**src/rtl/cpg_pkg.sv**
```systemverilog
package cpg_pkg;

    typedef enum logic [1:0] {
        ST_IDLE   = 2'd0,
        ST_LEAD   = 2'd1,
        ST_STREAM = 2'd2
    } cpg_state_e;

    localparam logic [7:0] SYM_K28_5 = 8'hBC;
    localparam logic [7:0] SYM_D21_5 = 8'hB5;
    localparam logic [7:0] SYM_D10_2 = 8'h4A;

    // Slot positions in the four-symbol pattern: even slots hold the comma.
    function automatic logic [7:0] slot_byte(input logic [1:0] slot);
        logic [7:0] b;
        unique case (slot)
            2'd0:    b = SYM_K28_5;
            2'd1:    b = SYM_D21_5;
            2'd2:    b = SYM_K28_5;
            default: b = SYM_D10_2;
        endcase
        return b;
    endfunction

    function automatic logic slot_is_ctrl(input logic [1:0] slot);
        return ~slot[0];
    endfunction

endpackage

```
**src/rtl/cpg_ctrl_fsm.sv**
```systemverilog
module cpg_ctrl_fsm
    import cpg_pkg::*;
(
    input  logic       clk,
    input  logic       rst_n,
    input  logic       en,
    output cpg_state_e state_q,
    output cpg_state_e state_d,
    output logic       active,
    output logic       lead
);

    always_comb begin
        state_d = ST_IDLE;
        if (en) begin
            unique case (state_q)
                ST_IDLE:   state_d = ST_LEAD;    // T_START
                ST_LEAD:   state_d = ST_STREAM;  // T_CONTINUE
                ST_STREAM: state_d = ST_STREAM;  // T_HOLD
                default:   state_d = ST_IDLE;
            endcase
        end
    end

    always_ff @(posedge clk) begin
        if (!rst_n) state_q <= ST_IDLE;
        else        state_q <= state_d;          // T_STOP when en low
    end

    always_comb begin
        active = 1'b0;
        lead   = 1'b0;
        unique case (state_q)
            ST_IDLE:   ;
            ST_LEAD:   begin active = 1'b1; lead = 1'b1; end
            ST_STREAM: active = 1'b1;
            default:   ;
        endcase
    end

endmodule

```
**src/rtl/cpg_phase_ctr.sv**
```systemverilog
module cpg_phase_ctr
    import cpg_pkg::*;
#(
    parameter int PERIOD = 4,
    localparam int PW = (PERIOD > 1) ? $clog2(PERIOD) : 1
)(
    input  logic          clk,
    input  logic          rst_n,
    input  cpg_state_e    state_d,
    output logic [PW-1:0] phase_q
);

    localparam logic [PW-1:0] LAST = PW'(PERIOD - 1);

    logic [PW-1:0] phase_d;

    always_comb begin
        phase_d = '0;
        if (state_d == ST_STREAM)
            phase_d = (phase_q == LAST) ? '0 : phase_q + PW'(1);
    end

    always_ff @(posedge clk) begin
        if (!rst_n) phase_q <= '0;
        else        phase_q <= phase_d;
    end

endmodule

```
**src/rtl/cpg_lane_map.sv**
```systemverilog
module cpg_lane_map
    import cpg_pkg::*;
#(
    parameter int LANES = 1,
    parameter int PW    = 2
)(
    input  logic [PW-1:0]      phase,
    input  logic               active,
    input  logic               lead,
    output logic [8*LANES-1:0] data,
    output logic [LANES-1:0]   kflag,
    output logic [LANES-1:0]   fdisp
);

    localparam int WW = PW + 3;

    for (genvar l = 0; l < LANES; l++) begin : g_lane
        logic [WW-1:0] pos;
        logic [1:0]    slot;

        always_comb begin
            pos  = WW'(phase) * WW'(LANES) + WW'(l);
            slot = pos[1:0];
        end

        assign data[8*l +: 8] = active ? slot_byte(slot) : 8'h00;
        assign kflag[l]       = active & slot_is_ctrl(slot);

        if (l == 0) begin : g_fd_low
            assign fdisp[l] = active & lead;
        end else begin : g_fd_hi
            assign fdisp[l] = 1'b0;
        end
    end

endmodule

```
**src/rtl/cpg_compliance_gen.sv**
```systemverilog
module cpg_compliance_gen
    import cpg_pkg::*;
#(
    parameter int LANES = 1,
    localparam int PERIOD = 4 / LANES,
    localparam int PW = (PERIOD > 1) ? $clog2(PERIOD) : 1
)(
    input  logic               clk,
    input  logic               rst_n,
    input  logic               en,
    output logic [8*LANES-1:0] tx_data,
    output logic [LANES-1:0]   tx_kflag,
    output logic [LANES-1:0]   tx_force_disp
);

    cpg_state_e    state_q;
    cpg_state_e    state_d;
    logic          active;
    logic          lead;
    logic [PW-1:0] phase_q;

    cpg_ctrl_fsm u_fsm (
        .clk     (clk),
        .rst_n   (rst_n),
        .en      (en),
        .state_q (state_q),
        .state_d (state_d),
        .active  (active),
        .lead    (lead)
    );

    cpg_phase_ctr #(.PERIOD(PERIOD)) u_phase (
        .clk     (clk),
        .rst_n   (rst_n),
        .state_d (state_d),
        .phase_q (phase_q)
    );

    cpg_lane_map #(.LANES(LANES), .PW(PW)) u_map (
        .phase  (phase_q),
        .active (active),
        .lead   (lead),
        .data   (tx_data),
        .kflag  (tx_kflag),
        .fdisp  (tx_force_disp)
    );

endmodule

```
**config.mk**
```make
export PLATFORM = sky130hd
export DESIGN_NAME = cpg_compliance_gen
export DESIGN_NICKNAME = d
export VERILOG_FILES = /design/src/rtl/cpg_pkg.sv /design/src/rtl/cpg_ctrl_fsm.sv /design/src/rtl/cpg_phase_ctr.sv /design/src/rtl/cpg_lane_map.sv /design/src/rtl/cpg_compliance_gen.sv
export SDC_FILE = /design/constraint.sdc
export NUM_CORES = 1
export LEC_CHECK = 0
export BUFFER_PORTS_ARGS = -buffer_cell sky130_fd_sc_hd__buf_2
export CELL_PAD_IN_SITES_DETAIL_PLACEMENT = 1
export CELL_PAD_IN_SITES_GLOBAL_PLACEMENT = 2
export CORE_AREA = 4 4 41 43
export CTS_BUF_LIST = sky130_fd_sc_hd__clkbuf_8
export DETAILED_ROUTE_END_ITERATION = 8
export DIE_AREA = 0 0 45 47
export HOLD_SLACK_MARGIN = 0.15
export PLACE_DENSITY = 0.73
export SETUP_SLACK_MARGIN = 0.5
export SLEW_MARGIN = 20
export SYNTH_ARGS = -nofsm -noshare
export SYNTH_HDL_FRONTEND = slang
export SYNTH_SLANG_ARGS = --single-unit
```
**constraint.sdc**
```tcl
create_clock -name clk -period 1.3 [get_ports clk]
set_input_delay 0.195 -clock clk [delete_from_list [all_inputs] [get_ports clk]]
set_output_delay 0.195 -clock clk [all_outputs]
set_load 0.005 [all_outputs]
```
Word level (Yosys, flattened, before mapping)
Cells that the tools add are included.
Word-level totals
  register bits: 4
  bits of input ports: 3
  logic and storage cells: 25
Operators by class
  $add $sub $neg: 1
  eq/ne operators: 6
  muxes and demuxes: 6
  bitwise logic cells: 5
  reductions and logical operators: 5
Operator list (number)
  8-bit one-hot mux with 2 select lines: 1
  2-bit equality test (second input constant): 4
  8-bit 2-to-1 mux: 1
  2-bit by 1-bit equality test with 1-bit output (second input constant): 2
  2-bit logical NOT: 2
  2-bit one-hot mux with 2 select lines: 1
  2-bit OR reduction: 2
  1-bit NOT: 3
  3-bit OR reduction: 1
  2-bit by 1-bit adder with 2-bit output (second input constant): 1
  1-bit bitwise AND: 2
  1-bit 2-to-1 mux: 2
  2-bit 2-to-1 mux: 1

Logic depth before layout (Yosys ltp)
Gate-level depths: netlist (run 1).
  word-level depth: 7
  gate-level depth with buffers: 4
  depth with buffers taken out: 4

Cells and area by module
From an unflattened synthesis (run 1), not the netlist that was laid out.
Unflattened totals
  cell total of the unflattened synthesis: 27
  area total of the unflattened synthesis: 256.5 sq um
By module, submodules not included
  cpg_ctrl_fsm: instances 1, cells each 10, area an instance 100.1 sq um, seq. area each 40.0 sq um
  cpg_phase_ctr: instances 1, cells each 6, area an instance 81.3 sq um, seq. area each 40.0 sq um
  cpg_lane_map: instances 1, cells each 11, area an instance 75.1 sq um, seq. area each 0.0 sq um

Least setup slack after synthesis (run 1)
OpenSTA, ideal clock, no wires.
  path kind: register to output
  start point: register u_fsm.state_q[0]
  end point: output tx_data[4]
  data arrival time: 1.094 ns
  required time: 1.105 ns
  setup slack: 0.011 ns
  cell stages (with the launch flop): 5
  path buffers: 1
  cells stage by stage: dfxtp_1 -> inv_1 -> ha_1 -> nor2b_1 -> buf_4
Between the ends
  longest elaborated chain between the ends: 4
  elaborated cells on any way between the ends: 5
Ends and longest elaborated chain
  start, declared: line cpg_ctrl_fsm.sv:7  | output cpg_state_e state_q,
  start signal, assigned: line cpg_ctrl_fsm.sv:27  | else state_q <= state_d;
  2-bit equality test / 2-bit by 1-bit equality test with 1-bit output (equally long branches): line cpg_ctrl_fsm.sv:33  | unique case (state_q)
  2-bit OR reduction (no line) (*)
  1-bit 2-to-1 mux (*): line cpg_ctrl_fsm.sv:33
  8-bit 2-to-1 mux (*): line cpg_lane_map.sv:26  | assign data[8*l +: 8] = active ? slot_byte(slot) : 8'h00;
  end, declared: line cpg_compliance_gen.sv:11  | output logic [8*LANES-1:0] tx_data,
Mark *: on every way between the ends. The rest lies on a longest branch, timed or not.

Worst setup path after layout (run 1)
  start point: register u_fsm.state_q[0]
  end point: output tx_data[5]
Same word-level chain as after synthesis.

==> flow_summary.toml, run 1 <==
[sta]
rsz0062_at_grt = "yes"
fin_tns_setup_ns = -0.102
min_period_over_period_pct = 102
post-route-min-period_ns = 1.33
slew_headroom_pct = 85.2
setup_viol = 6
setup_ws_ns = -0.0268
worst_pin_slew_ns = 0.221
skew_ns = 0.00343
slew_violations = 0
hold_violations = 0
fmax_ghz = 0.754

[logic_synthesis]
avgSynthCellArea_sq_um = 9.53
ys_top_cells_by_count = "ha_1, buf_4, dfxtp_1, inv_1, nor2b_1"
synthTopCellsByArea = "dfxtp_1, ha_1, buf_4"
synth-async-reset-ratio_pct = 0
synth_cells = 26
yosysMostFrequentCell = "ha_1"
synth_area_sq_um = 248
synth-edff-count = 0
synth_top_cell_by_area = "dfxtp_1"
synthFlopType = "dfxtp_1"
synth_seq_area_share_pct = 32.3
ys_types = 9
synth_top_area_share_pct = 32.3
syn-num-nets = 34
yosys_warnings = 0
synth-seq-cells = 4

[route]
wl_met1_microns = 164
route.met3.wl_microns = 37
drt_iter0_drc = 0
wl_per_cell_microns = 10.0
route.detailed.drc = 0
vias = 219
ant_nets = 0
top_layer_used = "met3"
drtPass1Iterations = 1
dr_wl_met2_microns = 351
drt_wl_total_microns = 552
routed_via_density = 3.98

[final_layout]
nNetsFinal = 50
layout-drive-gt1-share_pct = 80.0
diodes = 0
utilization_pct = 32.3
area_delta_synth_final_pct = 69.7

[die]
die_y_microns = 47
rows = 13
die_w_microns = 45
start_util_pct = 19.0
core_area_sq_um = 1300
ios = 13
dieArea_sq_um = 2120

[setup_path]
start_kind = "register"
reg2reg_depth = 6
slowest_delay_ns = 0.32
critPathKind = "reg -> out"
end_kind = "primary output"
crit_slowest_cell = "dfxtp_2"
cp.arrival_ns = 1.13
crit_fanout = 6
path_cells = "inv_2, ha_4, nor2b_4, buf_2"
cp.required_ns = 1.11

[grt]
grt_max_degree = 7
first_global_vias = 212
antenna_found_initial = 0
grt_pass1_wl_microns = 786
grt_use_total_pct = 5.68
overflow = 0

[clock_network]
cts_htree_levels = 1
clockRootBuffer = "clkbuf_8"
cts_tree = "yes"
cts_sinks = 4
clkTransAtPathRegs_ns = 0.03
cts_buffers = 3
clk_latency_ns = 0.22
clk_path_buf_depth = 2

[power]
p_per_area_nw_per_um2 = 1110
ir_drop_uv = 666
leakage_nw = 0.204

[place]
place_ws_ns = 0.181
place_congestion = 0.634
portBuffers = 12

[status]
outcome = "finished, violations left"
violations = "setup timing"

[worst_hold_path]
hold_path_depth = 3
hold_path.class = "in -> reg"

[job]
drv_cap = 0
## layout by cell type, fill, tap and decap left out
cell,count
buf_4,2
clkbuf_8,3
nand3_4,1
nor4_1,1
inv_1,1
inv_2,3
and2_1,2
nor2b_4,1
and3_1,1
nor2b_2,2
ha_4,2
dfxtp_2,4
buf_2,12
nor4_2,1
buf_6,1
ha_1,3
## cell type report
type | count | area (sq um)
clock buffers | 3 | 41.3
multi-input cells | 14 | 174
fillers | 165 | 881
repair buffers | 15 | 86.3
inverters | 4 | 15.0
well taps | 15 | 18.8
flip-flops and latches | 4 | 85.1
## where the power goes
| part | switching, mW | internal [mW] | total [mW] |
|---|---|---|---|
| clock | 0.0610 | 0.197 | 0.258 |
| combinational | 0.0321 | 0.0462 | 0.0783 |
| sequential | 0.00267 | 0.128 | 0.131 |
| total | 0.0958 | 0.371 | 0.467 |
## routing by layer
layer	track usage (%)	vias to the layer above
met5	0	-
met1	3.85	107
met3	5.75	0
met4	1.75	0
li1	-	107
met2	10.5	5
## state kept, by name (all words and copies together), names as in the netlist
name	flops
u_fsm.state_q	2
u_phase.phase_q	2
## worst max-delay path, delay by kind of cell, from the launching register on
| family | cells | cell delay (ns) |
|---|---|---|
| simple gates | 1 | 0.15 |
| flops | 1 | 0.32 |
| buf+inv | 2 | 0.16 |
| fa+ha+maj | 1 | 0.28 |
## path summary, 6_finish.rpt
check                      from            endpoint  slack, ns
min                          en    u_fsm.state_q[1]       0.25
min reg2reg  u_phase.phase_q[0]  u_phase.phase_q[0]       0.51
max reg2reg    u_fsm.state_q[0]  u_phase.phase_q[1]       0.05
max            u_fsm.state_q[0]          tx_data[5]      -0.03
## metrics by stage
stage / instance area (sq um) / hold WS, ns / total power, mW / instances
2_1_floorplan: 289 / 0.339 / 0.184 / 26
3_3_place_gp: 327 / 0.459 / 0.195 / 49
3_5_place_dp: 327 / 0.461 / 0.196 / 49
4_1_cts: 384 / 0.244 / 0.468 / 53
5_1_grt: 420 / 0.257 / 0.496 / 55
6_report: 420 / 0.247 / 0.467 / 55
## timing repair
item,4_1_cts,5_1_grt
endpoints found under the setup margin,14,13
hold buffers,0,0
buffers inserted,1,2
pin swaps,3,2
resized for setup,2,5
## cells by family after synthesis
kind of cell | after synthesis | synth area share (%)
buf+inv | 8 | 18.2
fa+ha+maj | 5 | 25.3
flops | 4 | 32.3
simple gates | 9 | 24.2
Power figures use the tool's default switching activity.
==> run 2: changes to the inputs <==
CTS_BUF_LIST = default   (was sky130_fd_sc_hd__clkbuf_8)
==> run 2 against run 1 <==
Sequential cell count is the same; sequential share of layout area grew 1.0 points; final cell count shrank 1.8%; die area is the same; largest power group unchanged; total power shrank 23%; clock skew grew 0.0024 ns; first-iteration DRC count grew 1; via count shrank 4.6%; critical endpoint unchanged; global-route usage shrank 0.074 points; largest cell class unchanged; register-to-register slack gained 0.06 ns; worst hold slack lost 0.012 ns; clock-buffer cell count is the same; critical path type unchanged; the run still ends with setup timing left.
==> flow_summary.toml, run 2 (synthesis results as in run 1) <==
[setup_path]
start_kind = "register"
crit_fanout = 6
cp.arrival_ns = 1.15
slowest_delay_ns = 0.33
end_kind = "primary output"
critPathKind = "reg -> out"
path_cells = "inv_2, ha_4, nor2b_4, buf_2"
crit_slowest_cell = "dfxtp_2"
cp.required_ns = 1.11

[clock_network]
clockRootBuffer = "clkbuf_4"
cts_htree_levels = 1
clkTransAtPathRegs_ns = 0.04
clk_path_buf_depth = 2
cts_tree = "yes"
clk_latency_ns = 0.24
hold_buffers = 0
cts_sinks = 4
cts_buffers = 3

[sta]
fmax_ghz = 0.742
hold_ws_ns = 0.234
rsz0062_at_grt = "yes"
setup_ws_ns = -0.0479
skew_ns = 0.00586
worst_pin_slew_ns = 0.181
hold_violations = 0
min_period_over_period_pct = 104
setup_viol = 8
slew_violations = 0
post-route-min-period_ns = 1.35
slew_headroom_pct = 87.9

[route]
route.met3.wl_microns = 31
drtPass1Iterations = 2
dr_wl_met2_microns = 344
wl_per_cell_microns = 10.3
routed_via_density = 3.87
vias = 209
route.detailed.drc = 0
drt_wl_total_microns = 555
drt_iter0_drc = 1
wl_met1_microns = 179
ant_nets = 0
top_layer_used = "met3"

[die]
die_w_microns = 45
die_y_microns = 47
ios = 13
dieArea_sq_um = 2120
core_area_sq_um = 1300
rows = 13
start_util_pct = 19.0

[final_layout]
nNetsFinal = 49
diodes = 0
area_delta_synth_final_pct = 61.6
final_common_cell = "buf_2"
top_regs = "u_fsm.state_q x2, u_phase.phase_q x2"
layout-drive-gt1-share_pct = 82.1
fin_cells = 54
utilization_pct = 30.8
final_cell_mix = "buf_2, dfxtp_2, inv_2, ha_1, clkbuf_4"

[power]
ir_drop_uv = 722
power_frac_clock_pct = 42.4
p_int_uw = 276
seqPwrFrac_pct = 36.1
netSwitchingFraction_pct = 23.6
switchingPower_uw = 85.4
share_comb_of_total_power_pct = 21.5
p_per_area_nw_per_um2 = 903
leakage_nw = 0.193

[status]
violations = "setup timing"
outcome = "finished, violations left"

[grt]
grt_use_total_pct = 5.60
first_global_vias = 209
grt_pass1_wl_microns = 772
antenna_found_initial = 0
grt_max_degree = 7
overflow = 0

[job]
drv_cap = 0

[place]
portBuffers = 12
place_congestion = 0.634
place_inst = 49

[worst_hold_path]
hold_path.class = "in -> reg"
==> run 2: power groups by stage <==
| stage | sequential (mW) | combinational, mW | clock [mW] |
|---|---|---|---|
| 2_1_floorplan | 0.131 | 0.0530 | 0 |
| 3_3_place_gp | 0.132 | 0.0630 | 0 |
| 3_5_place_dp | 0.132 | 0.0638 | 0 |
| 4_1_cts | 0.130 | 0.0709 | 0.158 |
| 5_1_grt | 0.131 | 0.0869 | 0.173 |
| 6_report | 0.130 | 0.0779 | 0.153 |
==> run 2: area by class of cell <==
cell class | count | area, sq um
fillers | 163 | 901
flip-flops and latches | 4 | 85.1
multi-input cells | 14 | 180
well taps | 15 | 18.8
repair buffers | 14 | 78.8
clock buffers | 3 | 22.5
inverters | 4 | 15.0
==> run 2: repair_timing <==
item | in CTS | in global routing
endpoints found under the setup margin | 14 | 13
buffers inserted | 1 | 1
pin swaps | 3 | 1
resized for setup | 2 | 6
==> run 2: critical path, delay by kind of cell, from the launching register on <==
kind                     cells  cell delay, ns
adder cells (fa/ha/maj)      1            0.27
flip-flops                   1            0.33
AND/OR/NAND/NOR              1            0.15
buffers and inverters        2            0.16
==> run 2: path summary, 6_finish.rpt <==
kind | startpoint | end | slack (ns) | cells after the start
worst max-delay path | u_fsm.state_q[0] | tx_data[5] | -0.05 | 4
worst min-delay path | en | u_fsm.state_q[1] | 0.23 | 3
worst max register to register | u_fsm.state_q[0] | u_phase.phase_q[0] | 0.11 | 6
worst min register to register | u_phase.phase_q[0] | u_phase.phase_q[0] | 0.50 | 1
==> run 2: metal layers <==
layer  global-route usage [%]  vias to the layer above
li1                         -                      104
met5                        0                        -
met2                     9.89                        5
met3                     6.90                        0
met1                     4.08                      100
met4                        0                        0
==> run 2: through the flow <==
| step | setup TNS [ns] | total power, mW | area, sq um | setup slack [ns] |
|---|---|---|---|---|
| finish | -0.271 | 0.362 | 400 | -0.0479 |
| global placement | 0 | 0.195 | 327 | 0.202 |
| detailed placement | 0 | 0.196 | 327 | 0.181 |
| floorplan | 0 | 0.184 | 289 | 0.182 |
| global route | -0.777 | 0.391 | 400 | -0.113 |
| CTS | -0.413 | 0.359 | 365 | -0.0657 |
==> run 3: changes to the inputs <==
SETUP_SLACK_MARGIN = default   (was 0.5)
==> run 3 against run 2 <==
The flow still finishes with violations (setup timing); first-iteration DRC count down 100%; routed wire length up 3.6%; register-to-register slack about the same; worst hold slack about the same; via count up 4.8%; die area unchanged; cell area down 3.1%; clock-buffer cell count unchanged; total power down 0.95%; setup slack better by 0.0017 ns; non-clock buffer count up 1; final cell count up 1.9%; critical path type unchanged; largest cell class unchanged.
==> flow_summary.toml, run 3 (synthesis results as in run 1) <==
[status]
outcome = "finished, violations left"
violations = "setup timing"

[sta]
fmax_ghz = 0.743
slew_violations = 0
hold_violations = 0
setup_ws_ns = -0.0461
rsz0062_at_grt = "yes"
post-route-min-period_ns = 1.35
skew_ns = 0.00291
worst_pin_slew_ns = 0.218
slew_headroom_pct = 85.3
min_period_over_period_pct = 104
setup_viol = 9

[power]
finalPower_uw = 358
power_frac_clock_pct = 43.4
share_comb_of_total_power_pct = 20.3
p_int_uw = 274
netSwitchingFraction_pct = 23.6
switchingPower_uw = 84.6
leakage_nw = 0.197
p_per_area_nw_per_um2 = 924
seqPwrFrac_pct = 36.3
ir_drop_uv = 377

[final_layout]
nFillCells = 162
final_cell_mix = "buf_2, dfxtp_2, ha_1, clkbuf_4, buf_4"
area_delta_synth_final_pct = 56.6
final_common_cell = "buf_2"
diodes = 0
top_regs = "u_fsm.state_q x2, u_phase.phase_q x2"
layout-drive-gt1-share_pct = 75.0
nNetsFinal = 50

[die]
rows = 13
ios = 13
core_area_sq_um = 1300
die_y_microns = 47
start_util_pct = 19.0
dieArea_sq_um = 2120
die_w_microns = 45

[setup_path]
timing.rr.start = "u_fsm.state_q[0]"
reg2reg_depth = 6
ff2ff_setup_slack_ns = 0.12
cp.required_ns = 1.11
cp.arrival_ns = 1.15
start_kind = "register"
crit_end = "tx_data[4]"
end_kind = "primary output"
crit_fanout = 6
critPathKind = "reg -> out"
cp-startpoint = "u_fsm.state_q[0]"
rr_endpoint = "u_phase.phase_q[1]"

[route]
ant_nets = 0
wl_per_cell_microns = 10.5
drt_wl_total_microns = 575
drt_iter0_drc = 0
routed_via_density = 3.98
drtPass1Iterations = 1
route.detailed.drc = 0
vias = 219

[clock_network]
cts_tree = "yes"
clk_path_buf_depth = 2
cts_sinks = 4
clkTransAtPathRegs_ns = 0.04
cts_htree_levels = 1
clk_latency_ns = 0.23
cts_buffers = 3
clockRootBuffer = "clkbuf_4"

[place]
place_ws_ns = -0.000156
portBuffers = 12
place_hpwl_microns = 425
place_congestion = 0.639

[grt]
grt_pass1_wl_microns = 938
overflow = 0
antenna_found_initial = 0
grt_use_total_pct = 6.88
grt_max_degree = 7
first_global_vias = 222

[worst_hold_path]
hold_path.class = "in -> reg"
hp-start = "en"

[job]
drv_cap = 0
run 3: how the worst min path moves through the flow:
stage	to	depth (start not counted)	slack (ns)
6_report	u_fsm.state_q[0]	2	0.23
2_1_floorplan	u_fsm.state_q[1]	2	0.34
3_3_place_gp	u_fsm.state_q[0]	2	0.46
3_5_place_dp	u_fsm.state_q[0]	2	0.47
5_1_grt	u_fsm.state_q[0]	2	0.24
4_1_cts	u_fsm.state_q[1]	3	0.23
run 3: layout make-up:
class / count / area, sq um / share of cell area (%)
inverter: 4 / 15.0 / 3.87
multi-input combinational: 14 / 164 / 42.3
sequential: 4 / 85.1 / 21.9
timing repair buffer: 15 / 82.6 / 21.3
tap: 15 / 18.8 / 4.84
clock buffer: 3 / 22.5 / 5.81
run 3: stage by stage:
stage | std cells | area [sq um] | util [%] | hold WS (ns) | setup TNS (ns)
CTS | 55 | 378 | 29.0 | 0.230 | -0.358
floorplan | 26 | 248 | - | 0.339 | 0
global route | 55 | 388 | 29.8 | 0.245 | -0.798
finish | 55 | 388 | 29.8 | 0.235 | -0.260
global placement | 50 | 304 | 23.4 | 0.464 | 0
detailed placement | 50 | 304 | 23.4 | 0.473 | -0.000156
run 3: critical path: stages (launching register included):
cell,delay (ns)
dfxtp_2,0.32
inv_2,0.04
ha_4,0.28
nor2b_4,0.15
buf_2,0.12
run 3: what timing repair did:
item                                    4_1_cts  5_1_grt
pin swaps                                     2        2
gates resized for setup                      10        3
buffers inserted                              2        0
endpoints found under the setup margin        9       10
hold buffers                                  0        0
run 3: power groups by stage:
stage	Sequential [mW]	Clock, mW	Combinational (mW)
global route	0.130	0.174	0.0806
global placement	0.130	0	0.0549
finish	0.130	0.156	0.0726
CTS	0.130	0.166	0.0719
detailed placement	0.131	0	0.0561
floorplan	0.130	0	0.0362
run 3: per-layer routing:
metal / vias to the layer above / wire length [microns] / track usage (%)
li1: 107 / - / -
met1: 95 / 221 / 6.15
met2: 15 / 251 / 11.0
met3: 2 / 93 / 4.60
met4: 0 / 8 / 5.26
met5: - / 0 / 0
